**config.mk**
```make
export PLATFORM = sky130hd
export DESIGN_NAME = rst_fanout_delayer
export DESIGN_NICKNAME = d
export VERILOG_FILES = /design/src/rtl/rfd_pkg.sv /design/src/rtl/rfd_tick_gen.sv /design/src/rtl/rfd_ctrl_regs.sv /design/src/rtl/rfd_delay_chan.sv /design/src/rtl/rfd_resume_gen.sv /design/src/rtl/rst_fanout_delayer.sv
export SDC_FILE = /design/constraint.sdc
export NUM_CORES = 1
export LEC_CHECK = 0
export BUFFER_PORTS_ARGS = -buffer_cell sky130_fd_sc_hd__buf_2
export CAP_MARGIN = 20
export CORE_MARGIN = 4
export CORE_UTILIZATION = 35
export CTS_BUF_LIST = sky130_fd_sc_hd__clkbuf_4 sky130_fd_sc_hd__clkbuf_8
export DETAILED_ROUTE_END_ITERATION = 8
export HOLD_SLACK_MARGIN = 0.12
export PLACE_DENSITY = 0.58
export SLEW_MARGIN = 20
export SYNTH_ARGS = -nofsm -noshare
export SYNTH_HDL_FRONTEND = slang
export SYNTH_SLANG_ARGS = --single-unit
```
**constraint.sdc**
```tcl
create_clock -name clk -period 3.8 [get_ports clk]
set_clock_uncertainty 0.1 [all_clocks]
set_input_delay 0.38 -clock clk [delete_from_list [all_inputs] [get_ports clk]]
set_output_delay 0.38 -clock clk [all_outputs]
set_load 0.05 [all_outputs]
```
**src/rtl/rfd_pkg.sv**
```systemverilog
package rfd_pkg;
  localparam logic [7:0] RST_CTRL_INIT = 8'h03;
  localparam logic [7:0] PG_CTRL_INIT  = 8'h07;
  localparam int unsigned NUM_RST = 3;
  localparam int unsigned EN_LSB  = 2;
  localparam int unsigned SW_LSB  = 5;
  localparam int unsigned PG_EN_BIT = 2;
  localparam int unsigned PG_SW_BIT = 7;

  // Number of ticks for a 2-bit selection: (sel + 1) steps.
  function automatic int unsigned sel_to_ticks(input logic [1:0] sel, input int unsigned step);
    return (32'(sel) + 32'd1) * step;
  endfunction
endpackage

```
**src/rtl/rfd_tick_gen.sv**
```systemverilog
module rfd_tick_gen #(
  parameter int unsigned DIV = 200
) (
  input  logic clk,
  input  logic rst_n,
  output logic tick
);
  localparam int unsigned DW = (DIV > 1) ? $clog2(DIV) : 1;
  localparam logic [DW-1:0] LAST = DW'(DIV - 1);

  logic [DW-1:0] div_cnt;

  always_ff @(posedge clk or negedge rst_n) begin
    if (!rst_n)              div_cnt <= '0;
    else if (div_cnt == LAST) div_cnt <= '0;
    else                     div_cnt <= div_cnt + DW'(1);
  end

  assign tick = (div_cnt == LAST);
endmodule

```
**src/rtl/rfd_ctrl_regs.sv**
```systemverilog
module rfd_ctrl_regs (
  input  logic       clk,
  input  logic       rst_n,
  input  logic       wr_en,
  input  logic       wr_addr,
  input  logic [7:0] wr_data,
  input  logic [2:0] rst_sw_done,
  input  logic       pg_sw_done,
  output logic [1:0] rst_sel,
  output logic [2:0] rst_en,
  output logic [2:0] rst_sw,
  output logic [1:0] pg_sel,
  output logic       pg_en,
  output logic       pg_sw,
  output logic [7:0] rst_ctrl_q,
  output logic [7:0] pg_ctrl_q
);
  import rfd_pkg::*;

  logic [7:0] rst_q, pg_q;
  logic       wr_rst, wr_pg;

  assign wr_rst = wr_en && !wr_addr;
  assign wr_pg  = wr_en &&  wr_addr;

  always_ff @(posedge clk or negedge rst_n) begin
    if (!rst_n) begin
      rst_q <= RST_CTRL_INIT;
    end else begin
      if (wr_rst) rst_q[4:0] <= wr_data[4:0];
      // software bits: write-one-to-set, cleared only by pulse completion
      rst_q[7:5] <= (rst_q[7:5] & ~rst_sw_done) | (wr_rst ? wr_data[7:5] : 3'b000);
    end
  end

  always_ff @(posedge clk or negedge rst_n) begin
    if (!rst_n) begin
      pg_q <= PG_CTRL_INIT;
    end else begin
      if (wr_pg) pg_q[2:0] <= wr_data[2:0];
      pg_q[6:3] <= 4'b0000;
      pg_q[7]   <= (pg_q[7] & ~pg_sw_done) | (wr_pg & wr_data[7]);
    end
  end

  assign rst_sel    = rst_q[1:0];
  assign rst_en     = rst_q[4:2];
  assign rst_sw     = rst_q[7:5];
  assign pg_sel     = pg_q[1:0];
  assign pg_en      = pg_q[PG_EN_BIT];
  assign pg_sw      = pg_q[PG_SW_BIT];
  assign rst_ctrl_q = rst_q;
  assign pg_ctrl_q  = pg_q;
endmodule

```
**src/rtl/rfd_delay_chan.sv**
```systemverilog
module rfd_delay_chan #(
  parameter int unsigned CW = 4
) (
  input  logic          clk,
  input  logic          rst_n,
  input  logic          tick,
  input  logic          src_n,
  input  logic          dly_en,
  input  logic          sw_req,
  input  logic [CW-1:0] limit,
  output logic          out_n,
  output logic          sw_done
);
  logic [CW-1:0] hold_cnt, pulse_cnt;
  logic          rel_q, released;

  // release timer: cleared whenever the source is low, so a reassertion restarts it
  always_ff @(posedge clk or negedge rst_n) begin
    if (!rst_n)                                  hold_cnt <= '0;
    else if (!src_n)                             hold_cnt <= '0;
    else if (tick && !rel_q && hold_cnt < limit) hold_cnt <= hold_cnt + CW'(1);
  end

  always_ff @(posedge clk or negedge rst_n) begin
    if (!rst_n)                 rel_q <= 1'b0;
    else if (!src_n)            rel_q <= 1'b0;
    else if (hold_cnt >= limit) rel_q <= 1'b1;
  end

  // software pulse timer runs while the request bit is set
  always_ff @(posedge clk or negedge rst_n) begin
    if (!rst_n)                        pulse_cnt <= '0;
    else if (!sw_req)                  pulse_cnt <= '0;
    else if (tick && pulse_cnt < limit) pulse_cnt <= pulse_cnt + CW'(1);
  end

  assign sw_done  = sw_req && (pulse_cnt >= limit);
  assign released = src_n && (!dly_en || rel_q);

  always_ff @(posedge clk or negedge rst_n) begin
    if (!rst_n) out_n <= 1'b0;
    else        out_n <= released && !sw_req;
  end
endmodule

```
**src/rtl/rfd_resume_gen.sv**
```systemverilog
module rfd_resume_gen #(
  parameter int unsigned TICKS = 66
) (
  input  logic clk,
  input  logic rst_n,
  input  logic tick,
  output logic resume_n
);
  localparam int unsigned RW = $clog2(TICKS + 1);
  localparam logic [RW-1:0] LIM = RW'(TICKS);

  logic [RW-1:0] run_cnt;

  always_ff @(posedge clk or negedge rst_n) begin
    if (!rst_n)                   run_cnt <= '0;
    else if (tick && run_cnt < LIM) run_cnt <= run_cnt + RW'(1);
  end

  always_ff @(posedge clk or negedge rst_n) begin
    if (!rst_n) resume_n <= 1'b0;
    else        resume_n <= (run_cnt >= LIM);
  end
endmodule

```
**src/rtl/rst_fanout_delayer.sv**
```systemverilog
module rst_fanout_delayer #(
  parameter int unsigned TICK_DIV  = 200,
  parameter int unsigned RST_STEP  = 1,
  parameter int unsigned PG_STEP   = 100,
  parameter int unsigned RSM_TICKS = 66
) (
  input  logic       clk,
  input  logic       rst_n,
  input  logic       plat_rst_n,
  input  logic       pg_in_a,
  input  logic       pg_in_b,
  input  logic       wr_en,
  input  logic       wr_addr,
  input  logic [7:0] wr_data,
  output logic       slot_rst_n,
  output logic       dev_rst_n,
  output logic       disk_rst_n,
  output logic       pg_out,
  output logic       resume_rst_n,
  output logic [7:0] rst_ctrl_q,
  output logic [7:0] pg_ctrl_q
);
  import rfd_pkg::*;

  localparam int unsigned RSTW = $clog2(4 * RST_STEP + 1);
  localparam int unsigned PGW  = $clog2(4 * PG_STEP + 1);

  logic            ms_tick;
  logic [1:0]      rst_sel, pg_sel;
  logic [2:0]      rst_en, rst_sw, rst_sw_done;
  logic            pg_en, pg_sw, pg_sw_done;
  logic [RSTW-1:0] rst_limit;
  logic [PGW-1:0]  pg_limit;
  logic            pg_and;
  logic [2:0]      fan_out_n;

  rfd_tick_gen #(.DIV(TICK_DIV)) u_tick (
    .clk(clk), .rst_n(rst_n), .tick(ms_tick)
  );

  rfd_ctrl_regs u_regs (
    .clk(clk), .rst_n(rst_n),
    .wr_en(wr_en), .wr_addr(wr_addr), .wr_data(wr_data),
    .rst_sw_done(rst_sw_done), .pg_sw_done(pg_sw_done),
    .rst_sel(rst_sel), .rst_en(rst_en), .rst_sw(rst_sw),
    .pg_sel(pg_sel), .pg_en(pg_en), .pg_sw(pg_sw),
    .rst_ctrl_q(rst_ctrl_q), .pg_ctrl_q(pg_ctrl_q)
  );

  assign rst_limit = RSTW'(sel_to_ticks(rst_sel, RST_STEP));
  assign pg_limit  = PGW'(sel_to_ticks(pg_sel, PG_STEP));
  assign pg_and    = pg_in_a & pg_in_b;

  for (genvar g = 0; g < NUM_RST; g++) begin : g_rst_chan
    rfd_delay_chan #(.CW(RSTW)) u_chan (
      .clk(clk), .rst_n(rst_n), .tick(ms_tick),
      .src_n(plat_rst_n), .dly_en(rst_en[g]), .sw_req(rst_sw[g]),
      .limit(rst_limit), .out_n(fan_out_n[g]), .sw_done(rst_sw_done[g])
    );
  end

  rfd_delay_chan #(.CW(PGW)) u_pg_chan (
    .clk(clk), .rst_n(rst_n), .tick(ms_tick),
    .src_n(pg_and), .dly_en(pg_en), .sw_req(pg_sw),
    .limit(pg_limit), .out_n(pg_out), .sw_done(pg_sw_done)
  );

  rfd_resume_gen #(.TICKS(RSM_TICKS)) u_resume (
    .clk(clk), .rst_n(rst_n), .tick(ms_tick), .resume_n(resume_rst_n)
  );

  assign slot_rst_n = fan_out_n[0];
  assign dev_rst_n  = fan_out_n[1];
  assign disk_rst_n = fan_out_n[2];
endmodule

```
# [Word level (Yosys, flattened, before mapping)]
# Cells that the tools add are included.
[op_classes] n_eq_ne=13 n_reduce_logical=44 n_bitwise=8 muxes=26 add_sub_neg=12 n_lt_le_gt_ge=18 multipliers=1
[ops] operator="3-bit 2-to-1 mux" count=13
[ops] operator="9-bit 2-to-1 mux" count=4
[ops] operator="1-bit logical AND" count=27
[ops] operator="2-bit by 1-bit inequality test with 1-bit output, second input constant" count=10
[ops] operator="3-bit by 1-bit adder with 3-bit output, second input constant" count=6
[ops] operator="9-bit by 1-bit adder with 9-bit output, second input constant" count=2
[ops] operator="3-bit >= comparator" count=6
[ops] operator="9-bit >= comparator" count=2
[ops] operator="3-bit less-than comparator" count=6
[ops] operator="9-bit less-than comparator" count=2
[ops] operator="1-bit logical NOT" count=13
[ops] operator="8-bit by 1-bit adder with 8-bit output, second input constant" count=1
[ops] operator="8-bit == test, second input constant" count=1
[ops] operator="1-bit 2-to-1 mux" count=8
[ops] operator="8-bit 2-to-1 mux" count=1
[ops] operator="7-bit by 1-bit adder with 7-bit output, second input constant" count=1
[ops] operator="7-bit >= comparator, second input constant" count=1
[ops] operator="7-bit less-than comparator, second input constant" count=1
[ops] operator="3-bit by 5-bit multiplier with 7-bit output, second input constant" count=1
[ops] operator="2-bit by 1-bit adder with 3-bit output, second input constant" count=2
[ops] operator="1-bit logical OR" count=4
[ops] operator="2-bit inequality test, second input constant" count=2
[ops] operator="1-bit bitwise AND" count=3
[ops] operator="3-bit bitwise AND" count=1
[ops] operator="4 further kinds" count=4
[totals] out_inout_bits=21 elab_cells=145 register_bits=72 inputBits=15

# [Depth between registers and ports, before layout]
[depth] depth_word=7 ltp_mapped=10

# [Cells and area by module]
# A second synthesis with hierarchy kept.
[hier_totals] hier_cells=450 area_unflattened_um2=4600.7
[by_module_without_submodules] mod="rfd_delay_chan at g_rst_chan[0].u_chan ..." seq_area_each_um2=200.2 area_each_um2=526.8 instances=3 cells_each=52
[by_module_without_submodules] mod="rfd_delay_chan at u_pg_chan" seq_area_each_um2=500.5 area_each_um2=1532.7 instances=1 cells_each=164
[by_module_without_submodules] mod="rfd_ctrl_regs" seq_area_each_um2=306.5 area_each_um2=600.6 instances=1 cells_each=49
[by_module_without_submodules] mod="rfd_resume_gen" seq_area_each_um2=200.2 area_each_um2=401.6 instances=1 cells_each=36
[by_module_without_submodules] mod="rfd_tick_gen" seq_area_each_um2=200.2 area_each_um2=390.4 instances=1 cells_each=33
[by_module_without_submodules] mod="rst_fanout_delayer" seq_area_each_um2=0.0 area_each_um2=95.1 instances=1 cells_each=12

# [Worst setup path after synthesis]
# Ideal clock, no wire load.
[synth_path] path_kind="register to register" startpoint="register u_regs.pg_q[0] (netlist: u_regs.pg_ctrl_q[0])" endpoint="register u_pg_chan.hold_cnt[7]" t_required_ns=3.621 slack_ns=0.800 synth_period_minus_slack_ns=3.000 path_stages_with_launch=10 setup_time_ns=0.079 arrival_ns=2.820 path_buffers=0 cell_sequence="dfstp_2 inv_1 ha_1 xnor2_1 ha_1 a211o_1 nor3_2 o221ai_2 or4_1 a21oi_1"
[synth_between] elab_chain_cells=5
[synth_lines] item="from (decl)" line_no="rfd_ctrl_regs.sv:20" text="logic [7:0] rst_q, pg_q;"
[synth_lines] item="from (signal assigned)" line_no="rfd_ctrl_regs.sv:40" text="if (wr_pg) pg_q[2:0] <= wr_data[2:0];"
[synth_lines] item="2-bit by 1-bit adder with 3-bit output" line_no="rfd_pkg.sv:12" text="return (32'(sel) + 32'd1) * step;"
[synth_lines] item="3-bit by 5-bit multiplier with 7-bit output" line_no="rfd_pkg.sv:12"
[synth_lines] item="9-bit less-than comparator" line_no="rfd_delay_chan.sv:21" text="else if (tick && !rel_q && hold_cnt < limit) hold_cnt <= hold_cnt + CW'(1);"
[synth_lines] item="1-bit logical AND" line_no="rfd_delay_chan.sv:21"
[synth_lines] item="2-bit inequality test (no line)"
[synth_lines] item="to (signal assigned)" line_no="rfd_delay_chan.sv:21"
[synth_lines] item="to (decl)" line_no="rfd_delay_chan.sv:14" text="logic [CW-1:0] hold_cnt, pulse_cnt;"
# No other way between the ends.
# A chain may end at the register's enable or synchronous reset.

# [Worst setup path in the final report]
# Same ends and word-level chain as after synthesis.

==> impl_metrics.json <==
{
  "slowest_stage": "dfstp_2",
  "worstPathArrival_ns": 3.37,
  "layout.cells.non_filler": 593,
  "cp_max_fo": 16,
  "placedCellCount": 575,
  "grt_pass1_wl_um": 14800,
  "cellLeakagePower_uw": 0.00217,
  "synth_cells": 414,
  "grt_pass1_vias": 3097,
  "required_ns": 3.96,
  "die_area_um2": 13900,
  "yosysWarnings": 0,
  "routedWlPerCell_um": 14.4,
  "min_path_type": "primary input to register",
  "clock-sinks": 72,
  "ctsResizeCount": 0,
  "setup_violations": 0,
  "hold_viol": 0,
  "grt_setup_unrepaired": "no",
  "syn2layout_area_growth_pct": 10.9,
  "via_count": 3083,
  "ys.flop_type": "dfrtp_1",
  "drv_cap": 0,
  "tritoncts": "done",
  "diodes": 0,
  "crit_type": "register to register",
  "gr-max-usage-layer": "met2",
  "yosysUniqueCellTypes": 49,
  "tns_ns": 0,
  "yosysTopAreaCell": "dfrtp_1",
  "final_util_pct": 40.3,
  "grt_overflow": 0,
  "place_congestion": 0.794,
  "drt-pass1-iter-count": 4,
  "crit_chain": "inv_1 > ha_1 > xnor2_1 > ha_1 > a211o_1 > nor3_2 > o221ai_2 > or4_1 > a21oi_1",
  "die_y_um": 118,
  "yosys_register_bits": 72,
  "grt_util_met3_pct": 3.60,
  "cts-htree-levels": 3,
  "initial_core_util_pct": 36.3,
  "cts-root-buf": "clkbuf_8",
  "post-route-period-util_pct": 84.2,
  "grt_usage_pct": 12.8,
  "viasPerCell": 5.20,
  "ys_seq_area_share_pct": 42.8,
  "synth_edf_count": 0,
  "p_total_uw": 1880,
  "first_iter_violations": 165,
  "placementRows": 39,
  "core-area_um2": 11600,
  "fmax_mhz": 312,
  "cp_slowest_stage_delay_ns": 0.62,
  "syn-cell-area_um2": 4220,
  "antenna_found_initial": 0,
  "min_period_ns": 3.20,
  "cts_buffer_depth": 2,
  "slew_headroom_pct": 42.7,
  "status": "completed",
  "clk_pin_slew_ns": 0.08,
  "cts_buffers": 9,
  "grt_max_degree": 27,
  "maxSlewViolCount": 0,
  "path_common_cell": "ha_1",
  "ys_top_cells_by_area": "dfrtp_1 40%, ha_1 13%, xnor2_1 3.9%",
  "postRouteAntennaNets": 0,
  "worstSkewPairLatency_ns": 0.35,
  "io_buffer_count": 31,
  "met1_usage_pct": 16.5,
  "worstSetupEndpointType": "register",
  "async_flop_share_pct": 100,
  "avgSynthCellArea_um2": 10.2,
  "use_met2_pct": 21.3,
  "drc": 0,
  "yosys-top-cells-count": "67 x dfrtp_1, 45 x ha_1, 30 x inv_1",
  "cp-start-kind": "register",
  "cpLargestDelayFamily": "compound AO/OA/AOI/OAI gates",
  "yosysTopAreaCellShare_pct": 39.7,
  "fin_nets": 505,
  "worstMarginPinSlew_ns": 0.859,
  "wirelength_um": 8540,
  "p_per_area_nw_per_um2": 402,
  "ir_drop_mv": 0.267,
  "hpwlAfterDp_um": 6310,
  "path_buf_inv": 1,
  "die_w_um": 118,
  "synth_most_common_cell": "dfrtp_1",
  "drive_above_1_share_pct": 15.3,
  "io_pins": 36
}
logic make-up (layout without fill, tap and decap cells):
family / Yosys count / after routing / synth area share [%]
xor+xnor: 28 / 28 / 5.81
mux: 18 / 18 / 4.53
simple gates: 137 / 137 / 18.3
buf+inv: 50 / 83 / 5.66
compound gates: 61 / 61 / 8.98
fa+ha+maj: 47 / 47 / 13.8
other cells: 1 / 4 / 0.0888
flops: 72 / 72 / 42.8
report_power, final:
group | total [uW] | switching [uW] | internal (uW) | leakage (uW)
clock | 606 | 283 | 323 | 0.000101
combinational | 427 | 298 | 129 | 0.00112
sequential | 851 | 40.4 | 810 | 0.000953
total | 1880 | 621 | 1260 | 0.00217
worst register-to-register path, stage by stage, from the launching register on:
cell,delay [ns]
dfstp_2,0.62
inv_1,0.14
ha_1,0.24
xnor2_1,0.22
ha_1,0.32
a211o_1,0.34
nor3_2,0.14
o221ai_2,0.27
or4_1,0.58
a21oi_1,0.15
state kept, by name, summed over array words and instances (netlist names):
name and cells:
g_rst_chan.u_chan.pulse_cnt 9, u_pg_chan.pulse_cnt 9, u_pg_chan.hold_cnt 9, u_tick.div_cnt 8
u_pg_chan.rel_q 1, u_regs.pg_ctrl_q 4, g_rst_chan.u_chan.hold_cnt 9, g_rst_chan.u_chan.rel_q 3
u_resume.run_cnt 7, u_regs.rst_ctrl_q 8, u_pg_chan.out_n 1, u_resume.resume_n 1
g_rst_chan.u_chan.out_n 3
placed cells by master, fill, tap and decap left out, types with 2 or more instances in the layout:
cell / n
a211oi_1: 3
a21oi_1: 18
a31oi_1: 3
and2_1: 7
and3_1: 2
and3b_1: 2
buf_2: 31
buf_4: 3
clkbuf_4: 3
clkbuf_8: 9
clkinv_2: 2
conb_1: 4
dfrtp_1: 67
dfstp_2: 5
dlygate4sd3_1: 2
ha_1: 45
inv_1: 30
maj3_1: 2
mux2_2: 9
mux2i_1: 9
nand2_1: 19
nand2b_1: 2
nand3_1: 20
nand3b_1: 3
nand4_1: 14
nand4b_1: 9
nor2_1: 27
nor2b_1: 11
nor3_1: 2
o21ai_0: 21
o31ai_1: 5
or3_1: 10
or4_1: 4
xnor2_1: 19
xor2_1: 9
repair_timing:
item / 4_1_cts / 5_1_grt
setup buffers: 0 / 0
endpoints found under the hold margin: 23 / 0
hold buffers: 2 / 0
endpoints found under the setup margin: 0 / 0
path summary, 6_finish.rpt:
path                                      start                         end  slack (ns)  depth (start not counted)
max reg2reg                 u_regs.pg_ctrl_q[0]       u_pg_chan.hold_cnt[7]        0.60                          9
min in group asynchronous                 rst_n           u_tick.div_cnt[6]        0.48                          2
min                                  wr_data[5]        u_regs.rst_ctrl_q[5]        0.14                          3
max                         u_regs.pg_ctrl_q[0]       u_pg_chan.hold_cnt[7]        0.60                          9
max in group asynchronous                 rst_n        u_regs.rst_ctrl_q[0]        2.32                          3
min reg2reg                u_regs.rst_ctrl_q[3]  g_rst_chan[1].u_chan.out_n        0.37                          1
through the flow:
step	setup WS [ns]	cell area (um^2)	hold slack, ns
final	0.599	4680	0.136
after global placement	0.727	4470	0.315
after detailed placement	0.603	4470	0.326
after CTS	0.577	4680	0.121
after floorplan	0.800	4230	-0.0156
after global routing	0.377	4680	0.126
per-layer routing:
metal / wire (um) / part of all wire [%]
met1: 3990 / 47
met2: 4110 / 48
met3: 338 / 4.0
met4: 103 / 1.2
met5: 0 / 0
layout make-up:
class / count / area (um^2)
fill: 1129 / 6930
multi-input combinational: 295 / 2190
sequential: 72 / 1810
timing repair buffer: 36 / 198
tap: 143 / 179
clock buffer: 12 / 146
inverter: 31 / 116
clock inverter: 4 / 47.5
No activity file was read; power rests on OpenSTA's default activity.
